### config.mk
export PLATFORM = sky130hd
export DESIGN_NAME = adc_scan_ctrl
export DESIGN_NICKNAME = d
export VERILOG_FILES = /design/src/rtl/adc_scan_pkg.sv /design/src/rtl/adc_gain_bank.sv /design/src/rtl/adc_scan_seq.sv /design/src/rtl/adc_scan_regs.sv /design/src/rtl/adc_scan_ctrl.sv
export SDC_FILE = /design/constraint.sdc
export NUM_CORES = 1
export LEC_CHECK = 0
export BUFFER_PORTS_ARGS = -buffer_cell sky130_fd_sc_hd__buf_2
export CORE_MARGIN = 1
export CORE_UTILIZATION = 55
export DETAILED_ROUTE_END_ITERATION = 8
export PLACE_DENSITY = 0.78
export SLEW_MARGIN = 20
export SYNTH_ARGS = -nofsm -noshare
export SYNTH_HDL_FRONTEND = slang
export SYNTH_HIERARCHICAL = 1
export SYNTH_SLANG_ARGS = --single-unit
export TNS_END_PERCENT = 5
### constraint.sdc
create_clock -name clk -period 3.82 [get_ports clk]
set_clock_uncertainty 0.05 [all_clocks]
set_input_delay 0.573 -clock clk [delete_from_list [all_inputs] [get_ports clk]]
set_output_delay 0.573 -clock clk [all_outputs]
set_load 0.005 [all_outputs]
### src/rtl/adc_scan_pkg.sv
package adc_scan_pkg;

  localparam int unsigned BYTE_W = 8;
  localparam int unsigned GAIN_W = 3;
  localparam int unsigned RES_W  = 16;

  localparam logic [3:0] OFS_RES_LO = 4'h8;
  localparam logic [3:0] OFS_RES_HI = 4'h9;
  localparam logic [3:0] OFS_IRQCLR = 4'hA;
  localparam logic [3:0] OFS_WINDOW = 4'hB;
  localparam logic [3:0] OFS_CTRL   = 4'hC;
  localparam logic [3:0] OFS_STATUS = 4'hD;

  typedef struct packed {
    logic [1:0] dma_slot;
    logic       irq_en;
    logic       dma_en;
    logic       pacer_oe;
    logic       ext_en;
    logic       pacer_en;
    logic       sw_en;
  } ctrl_t;

  typedef enum logic {ST_IDLE, ST_WAIT} seq_state_e;

endpackage

### src/rtl/adc_gain_bank.sv
module adc_gain_bank #(
  parameter int unsigned CHANNELS = 16,
  parameter int unsigned GAIN_W   = 3,
  localparam int unsigned CHAN_W  = $clog2(CHANNELS)
) (
  input  logic              clk,
  input  logic              rst_n,
  input  logic              wr_en,
  input  logic [CHAN_W-1:0] wr_chan,
  input  logic [GAIN_W-1:0] wr_gain,
  input  logic [CHAN_W-1:0] rd_chan,
  output logic [GAIN_W-1:0] rd_gain
);

  logic [GAIN_W-1:0] gain_q [CHANNELS];

  for (genvar ch = 0; ch < CHANNELS; ch++) begin : g_chan
    logic load_en;
    assign load_en = wr_en && (wr_chan == CHAN_W'(ch));

    always_ff @(posedge clk or negedge rst_n) begin
      if (!rst_n)       gain_q[ch] <= '0;
      else if (load_en) gain_q[ch] <= wr_gain;
    end
  end

  assign rd_gain = gain_q[rd_chan];

endmodule

### src/rtl/adc_scan_seq.sv
module adc_scan_seq
  import adc_scan_pkg::*;
#(
  parameter int unsigned CHANNELS = 16,
  localparam int unsigned CHAN_W  = $clog2(CHANNELS)
) (
  input  logic              clk,
  input  logic              rst_n,
  input  ctrl_t             ctrl,
  input  logic              sw_trig,
  input  logic              pacer_tick,
  input  logic              ext_trig,
  input  logic              scan_load,
  input  logic [CHAN_W-1:0] scan_first,
  input  logic [CHAN_W-1:0] scan_last,
  input  logic              conv_busy,
  input  logic              conv_done,
  output logic              conv_start,
  output logic              done_now,
  output logic              pending,
  output logic              dma_req,
  output logic [CHAN_W-1:0] cur_chan
);

  seq_state_e        state_q, state_d;
  logic [CHAN_W-1:0] chan_q, chan_d;
  logic              start_q, start_d;
  logic              dma_q, dma_d;
  logic              trig_any;

  function automatic logic [CHAN_W-1:0] step_chan(
    input logic [CHAN_W-1:0] cur,
    input logic [CHAN_W-1:0] first,
    input logic [CHAN_W-1:0] last
  );
    if (cur == last)                          return first;
    else if (cur == CHAN_W'(CHANNELS - 1))    return '0;
    else                                      return cur + 1'b1;
  endfunction

  assign trig_any = (ctrl.sw_en    && sw_trig)
                 || (ctrl.pacer_en && pacer_tick)
                 || (ctrl.ext_en   && ext_trig);

  assign done_now = (state_q == ST_WAIT) && conv_done;

  always_comb begin
    state_d = state_q;
    chan_d  = chan_q;
    start_d = 1'b0;
    dma_d   = 1'b0;
    case (state_q)
      ST_IDLE: begin
        if (trig_any && !conv_busy) begin
          state_d = ST_WAIT;
          start_d = 1'b1;
        end
      end
      ST_WAIT: begin
        if (conv_done) begin
          state_d = ST_IDLE;
          chan_d  = step_chan(chan_q, scan_first, scan_last);
          dma_d   = ctrl.dma_en;
        end
      end
      default: state_d = ST_IDLE;
    endcase
    if (scan_load) chan_d = scan_first;
  end

  always_ff @(posedge clk or negedge rst_n) begin
    if (!rst_n) begin
      state_q <= ST_IDLE;
      chan_q  <= '0;
      start_q <= 1'b0;
      dma_q   <= 1'b0;
    end else begin
      state_q <= state_d;
      chan_q  <= chan_d;
      start_q <= start_d;
      dma_q   <= dma_d;
    end
  end

  assign conv_start = start_q;
  assign dma_req    = dma_q;
  assign pending    = (state_q == ST_WAIT);
  assign cur_chan   = chan_q;

  assert_single_start_R8: assert property (@(posedge clk) disable iff (!rst_n)
    conv_start |=> !conv_start);

  assert_busy_blocks_start_R8: assert property (@(posedge clk) disable iff (!rst_n)
    conv_busy |=> !conv_start);

  assert_disabled_no_start_R5: assert property (@(posedge clk) disable iff (!rst_n)
    (!ctrl.sw_en && !ctrl.pacer_en && !ctrl.ext_en) |=> !conv_start);

  assert_window_load_R2: assert property (@(posedge clk) disable iff (!rst_n)
    scan_load |=> (cur_chan == $past(scan_first)));

endmodule

### src/rtl/adc_scan_regs.sv
module adc_scan_regs
  import adc_scan_pkg::*;
#(
  parameter int unsigned CHANNELS    = 16,
  parameter int unsigned RESULT_BITS = 16,
  localparam int unsigned CHAN_W     = $clog2(CHANNELS),
  localparam logic [RES_W-1:0] RES_MASK = RES_W'((32'd1 << RESULT_BITS) - 1)
) (
  input  logic              clk,
  input  logic              rst_n,
  input  logic [3:0]        bus_addr,
  input  logic              bus_wr,
  input  logic [BYTE_W-1:0] bus_wdata,
  output logic [BYTE_W-1:0] bus_rdata,
  input  logic              done_now,
  input  logic              pending,
  input  logic [RES_W-1:0]  conv_result,
  input  logic [CHAN_W-1:0] cur_chan,
  output ctrl_t             ctrl,
  output logic              sw_trig,
  output logic              scan_load,
  output logic [CHAN_W-1:0] scan_first,
  output logic [CHAN_W-1:0] scan_last,
  output logic              gain_wr,
  output logic [CHAN_W-1:0] gain_sel,
  output logic              irq
);

  ctrl_t             ctrl_q, ctrl_d;
  logic [CHAN_W-1:0] first_q, first_d, last_q, last_d;
  logic [RES_W-1:0]  res_q, res_d;
  logic              have_res_q, have_res_d;
  logic              irq_q, irq_d;
  logic              wr_ctrl, wr_window, wr_clr;
  logic [BYTE_W-1:0] status_byte;

  assign wr_ctrl   = bus_wr && (bus_addr == OFS_CTRL);
  assign wr_window = bus_wr && (bus_addr == OFS_WINDOW);
  assign wr_clr    = bus_wr && (bus_addr == OFS_IRQCLR);
  assign sw_trig   = bus_wr && (bus_addr == OFS_RES_LO);
  assign gain_wr   = bus_wr && (bus_addr == OFS_RES_HI);

  always_comb begin
    ctrl_d     = ctrl_q;
    first_d    = first_q;
    last_d     = last_q;
    res_d      = res_q;
    have_res_d = have_res_q;
    irq_d      = irq_q;
    if (wr_ctrl) ctrl_d = ctrl_t'(bus_wdata);
    if (wr_window) begin
      first_d = bus_wdata[CHAN_W-1:0];
      last_d  = bus_wdata[4 +: CHAN_W];
    end
    if (wr_clr) irq_d = 1'b0;
    if (done_now) begin
      res_d      = conv_result & RES_MASK;
      have_res_d = 1'b1;
      if (ctrl_q.irq_en) irq_d = 1'b1;
    end
  end

  always_ff @(posedge clk or negedge rst_n) begin
    if (!rst_n) begin
      ctrl_q     <= '0;
      first_q    <= '0;
      last_q     <= '0;
      res_q      <= '0;
      have_res_q <= 1'b0;
      irq_q      <= 1'b0;
    end else begin
      ctrl_q     <= ctrl_d;
      first_q    <= first_d;
      last_q     <= last_d;
      res_q      <= res_d;
      have_res_q <= have_res_d;
      irq_q      <= irq_d;
    end
  end

  always_comb begin
    status_byte        = '0;
    status_byte[3:0]   = 4'(cur_chan);
    status_byte[5:4]   = ctrl_q.dma_en ? 2'b11 : ctrl_q.dma_slot;
    status_byte[6]     = irq_q;
    status_byte[7]     = pending || !have_res_q;
  end

  always_comb begin
    case (bus_addr)
      OFS_RES_LO: bus_rdata = res_q[7:0];
      OFS_RES_HI: bus_rdata = res_q[15:8];
      OFS_WINDOW: bus_rdata = {4'(last_q), 4'(first_q)};
      OFS_CTRL:   bus_rdata = ctrl_q;
      OFS_STATUS: bus_rdata = status_byte;
      default:    bus_rdata = '0;
    endcase
  end

  assign ctrl       = ctrl_q;
  assign scan_load  = wr_window;
  assign scan_first = first_d;
  assign scan_last  = last_q;
  assign gain_sel   = first_q;
  assign irq        = irq_q;

  assert_irq_clear_R6: assert property (@(posedge clk) disable iff (!rst_n)
    (wr_clr && !done_now) |=> !irq);

  assert_irq_needs_enable_R6: assert property (@(posedge clk) disable iff (!rst_n)
    (!irq && !ctrl_q.irq_en) |=> !irq);

endmodule

### src/rtl/adc_scan_ctrl.sv
module adc_scan_ctrl
  import adc_scan_pkg::*;
#(
  parameter int unsigned CHANNELS    = 16,
  parameter int unsigned RESULT_BITS = 16,
  localparam int unsigned CHAN_W     = $clog2(CHANNELS)
) (
  input  logic        clk,
  input  logic        rst_n,
  input  logic [3:0]  bus_addr,
  input  logic        bus_wr,
  input  logic [7:0]  bus_wdata,
  output logic [7:0]  bus_rdata,
  input  logic        pacer_tick,
  input  logic        ext_trig,
  output logic        conv_start,
  input  logic        conv_busy,
  input  logic        conv_done,
  input  logic [15:0] conv_result,
  output logic [3:0]  mux_chan,
  output logic [2:0]  gain_code,
  output logic        pacer_out_en,
  output logic        irq,
  output logic        dma_req
);

  logic [1:0]        rst_sync_q;
  logic              rst_core_n;
  ctrl_t             ctrl;
  logic              sw_trig, scan_load, gain_wr, done_now, pending;
  logic [CHAN_W-1:0] scan_first, scan_last, gain_sel, cur_chan;

  always_ff @(posedge clk or negedge rst_n) begin
    if (!rst_n) rst_sync_q <= 2'b00;
    else        rst_sync_q <= {rst_sync_q[0], 1'b1};
  end
  assign rst_core_n = rst_sync_q[1];

  adc_scan_regs #(.CHANNELS(CHANNELS), .RESULT_BITS(RESULT_BITS)) u_regs (
    .clk        (clk),
    .rst_n      (rst_core_n),
    .bus_addr   (bus_addr),
    .bus_wr     (bus_wr),
    .bus_wdata  (bus_wdata),
    .bus_rdata  (bus_rdata),
    .done_now   (done_now),
    .pending    (pending),
    .conv_result(conv_result),
    .cur_chan   (cur_chan),
    .ctrl       (ctrl),
    .sw_trig    (sw_trig),
    .scan_load  (scan_load),
    .scan_first (scan_first),
    .scan_last  (scan_last),
    .gain_wr    (gain_wr),
    .gain_sel   (gain_sel),
    .irq        (irq)
  );

  adc_scan_seq #(.CHANNELS(CHANNELS)) u_seq (
    .clk        (clk),
    .rst_n      (rst_core_n),
    .ctrl       (ctrl),
    .sw_trig    (sw_trig),
    .pacer_tick (pacer_tick),
    .ext_trig   (ext_trig),
    .scan_load  (scan_load),
    .scan_first (scan_first),
    .scan_last  (scan_last),
    .conv_busy  (conv_busy),
    .conv_done  (conv_done),
    .conv_start (conv_start),
    .done_now   (done_now),
    .pending    (pending),
    .dma_req    (dma_req),
    .cur_chan   (cur_chan)
  );

  adc_gain_bank #(.CHANNELS(CHANNELS), .GAIN_W(GAIN_W)) u_gain (
    .clk     (clk),
    .rst_n   (rst_core_n),
    .wr_en   (gain_wr),
    .wr_chan (gain_sel),
    .wr_gain (bus_wdata[GAIN_W-1:0]),
    .rd_chan (cur_chan),
    .rd_gain (gain_code)
  );

  assign mux_chan     = 4'(cur_chan);
  assign pacer_out_en = ctrl.pacer_oe;

  assert_dma_after_done_R10: assert property (@(posedge clk) disable iff (!rst_core_n)
    dma_req |-> $past(conv_done));

endmodule

==> results.py <==
metrics = {
    "route": {
        "first_pass_iters": 4,
        "avgViaCountPerCell": 6.02,
        "drc_errors": 0,
        "dr.first_iter.drc_count": 188,
        "antenna_left": 0,
        "via_count": 2979,
        "post_drt_wl_per_cell_um": 19.9,
        "finalWirelength_mm": 9.84,
    },
    "cts": {
        "clockRootBuffer": "clkbuf_8",
        "cts_tree": "built",
        "clkTransAtPathRegs_ns": 0.08,
        "htreeDepth": 3,
        "cts_buffer_depth": 2,
        "cts_made_buffers": 9,
        "clock-sinks": 91,
        "ctsResizeCount": 0,
        "clk_latency_ns": 0.35,
    },
    "setup_path": {
        "cp_data_required_time_ns": 3.20,
        "worstPathArrival_ns": 2.46,
        "slowest_stage": "dfrtp_1",
        "path_class": "reg -> out",
        "cpPeakStageDelay_ns": 0.83,
        "worstPathCellList": "buf_4 -> mux4_2 -> a22oi_1 -> nand3_1 -> buf_2",
        "worstSetupEndpointType": "output pin",
        "startpoint_type": "flip-flop",
        "path_max_fanout": 15,
    },
    "placement": {
        "io_buffer_count": 53,
        "place_congestion": 0.836,
        "preCtsSetupSlack_ns": 0.924,
        "dp_hpwl_mm": 6.60,
    },
    "synthesis": {
        "synth_flop_cell": "dfrtp_1",
        "synth_edf_count": 0,
        "ys_seq_elements": 91,
        "syn-num-nets": 373,
        "synthTopCellsByArea": "dfrtp_1, mux2_2, mux4_2, mux2_4, mux2i_1",
        "synth_common_cells": "dfrtp_1, mux2_2, mux2_4, nand2_1, nor2_1",
        "synth_area_um2": 4520,
        "synthDistinctLibCells": 58,
        "yosysTopAreaCellShare_pct": 50.4,
        "postSynthAreaPerCell_um2": 13.4,
        "synth_sequential_area_ratio_pct": 50.4,
        "async_reset_ff_share_pct": 100,
        "syn_inst": 337,
        "ys_warn_count": 6,
        "synth.most_common_cell": "dfrtp_1",
        "yosys.area.top_type": "dfrtp_1",
    },
    "power_and_ir_drop": {
        "cellLeakagePower_uw": 0.00243,
        "p_clk_share_pct": 23.2,
        "comb_power_share_pct": 24.4,
        "internal_power_uw": 1870,
        "sw_frac_of_total_pct": 31.0,
        "p_sw_uw": 839,
        "p_seq_share_pct": 52.4,
        "powerDensity_nw_per_um2": 534,
        "max-vdd-ir-drop_mv": 0.305,
    },
    "layout": {
        "area.growth.synth_to_final_pct": 12.0,
        "nNetsFinal": 426,
        "layout-drive-gt1-share_pct": 41.0,
        "n_antenna_cell": 0,
    },
    "timing": {
        "max_freq_ghz": 0.324,
        "layout_setup_ws_ns": 0.734,
        "hold_viol": 0,
        "setup_viol": 0,
        "finalCriticalPeriod_ns": 3.09,
        "rsz0062_at_grt": "no",
        "slew_viol_final": 0,
        "relSlewSlack_pct": 44.3,
        "finalCritPeriodShare_pct": 80.8,
        "fin_setup_tns_ns": 0,
        "worst_pin_slew_ns": 0.830,
    },
    "global_route": {
        "track_usage_pct": 25.1,
        "grt_pass1_vias": 3014,
        "grt_remaining_overflow": 0,
        "grt_antenna_before_repair": 0,
        "grt_pass1_wl_mm": 16.2,
        "grt_max_degree": 90,
    },
    "floorplan": {
        "rows": 32,
        "fp.dieW_um": 92.7,
        "coreArea_um2": 7850,
        "initial_utilization_pct": 57.6,
        "pin_count": 54,
        "die-area_um2": 8590,
        "die_y_um": 92.7,
    },
    "job": {
        "cap_violations": 0,
    },
    "min_path": {
        "min-delay-path-class": "reg -> async",
    },
    "outcome": {
        "status": "finished, final reports clean",
    },
}
[worst max-delay path: cells and delay by family, from the launching register on]
| kind | cells | cell delay (ns) |
|---|---|---|
| compound gates | 1 | 0.21 |
| buf+inv | 2 | 0.43 |
| flops | 1 | 0.83 |
| mux | 1 | 0.53 |
| simple gates | 1 | 0.11 |
[logic make-up (layout without fill, tap and decap cells)]
kind of cell / count (synthesis) / count (layout) / synth area share [%]
AO/OA/AOI/OAI: 41 / 41 / 6.78
XOR/XNOR: 4 / 4 / 0.775
adder cells (fa/ha/maj): 1 / 1 / 0.277
buffers and inverters: 23 / 79 / 2.35
flip-flops: 91 / 91 / 50.4
multiplexers: 100 / 100 / 29.0
other: 1 / 1 / 0.0829
AND/OR/NAND/NOR: 76 / 76 / 10.4
[flip-flops by register name, indices dropped and copies added (netlist names)]
| register | count |
|---|---|
| u_gain/gain_q | 48 |
| u_regs/irq | 1 |
| u_seq/conv_start | 1 |
| u_regs/have_res_q | 1 |
| u_regs/gain_sel | 4 |
| u_seq/pending | 1 |
| u_seq/cur_chan | 4 |
| u_regs/scan_last | 4 |
| u_regs/ctrl | 8 |
| u_seq/dma_req | 1 |
| u_regs/res_q | 16 |
| rst_sync_q | 2 |
[cell type report]
| type | instances | area [µm²] |
|---|---|---|
| sequential | 91 | 2280 |
| tap | 102 | 128 |
| clock inverter | 2 | 37.5 |
| timing repair buffer | 56 | 303 |
| multi-input combinational | 223 | 2140 |
| inverter | 9 | 33.8 |
| fill | 606 | 2780 |
| clock buffer | 12 | 145 |
[cell usage in the layout (no fill, tap or decap), types with 6 or more instances in the layout]
cell type	Yosys	routed
dfrtp_1	91	90
mux2_2	60	60
buf_2	7	53
mux2_4	14	14
nand2_1	13	13
nor2_1	13	13
clkbuf_8	0	10
mux4_2	10	10
nand3_1	8	8
mux2i_1	8	8
inv_1	8	8
nor2b_1	6	6
mux2_1	6	6
[per-stage QoR]
step                      hold slack (ns)  utilization, %  cells  total power (µW)  area [µm²]
after floorplan                     0.227               -    337              1850        4520
after global placement              0.287            61.8    479              2050        4850
after detailed placement            0.290            61.8    479              2080        4850
after CTS                           0.314            64.3    494              2710        5050
after global routing                0.323            64.6    495              2850        5070
final                               0.285            64.6    495              2710        5070
[per-layer routing]
layer / track usage [%] / part of all wire (%) / vias up
li1: - / - / 1359
met1: 35.8 / 44 / 1515
met2: 39.3 / 48 / 92
met3: 4.11 / 5.7 / 13
met4: 8.59 / 1.5 / 0
met5: 0 / 0 / -
[repair_timing]
action | CTS | global route
hold endpoints to repair | 2 | 0
hold buffers | 1 | 0
setup buffers | 0 | 0
[power groups by stage]
stage	clock [µW]	combinational (µW)	sequential, µW
after floorplan	0	528	1320
after global placement	0	620	1430
after detailed placement	0	642	1440
after CTS	644	649	1420
after global routing	683	719	1450
final	628	660	1420
[path summary, 6_finish.rpt]
check | from | to | slack (ns) | cells past startpoint
setup / recovery | u_seq/cur_chan[0]$_DFFE_PN0P_ | gain_code[2] | 0.73 | 5
hold / removal | rst_sync_q[1]$_DFF_PN0_ | u_regs/gain_sel[3]$_DFF_PN0_ | 0.28 | 0
max in group asynchronous | rst_sync_q[1]$_DFF_PN0_ | u_gain/gain_q[12]$_DFFE_PN0P_ | 2.76 | 1
setup reg to reg | u_seq/pending$_DFF_PN0_ | u_seq/cur_chan[1]$_DFFE_PN0P_ | 1.73 | 5
min in group clk | rst_sync_q[0]$_DFF_PN0_ | rst_sync_q[1]$_DFF_PN0_ | 0.31 | 0
hold reg to reg | rst_sync_q[1]$_DFF_PN0_ | u_regs/gain_sel[3]$_DFF_PN0_ | 0.28 | 0
Power figures use the tool's default switching activity.
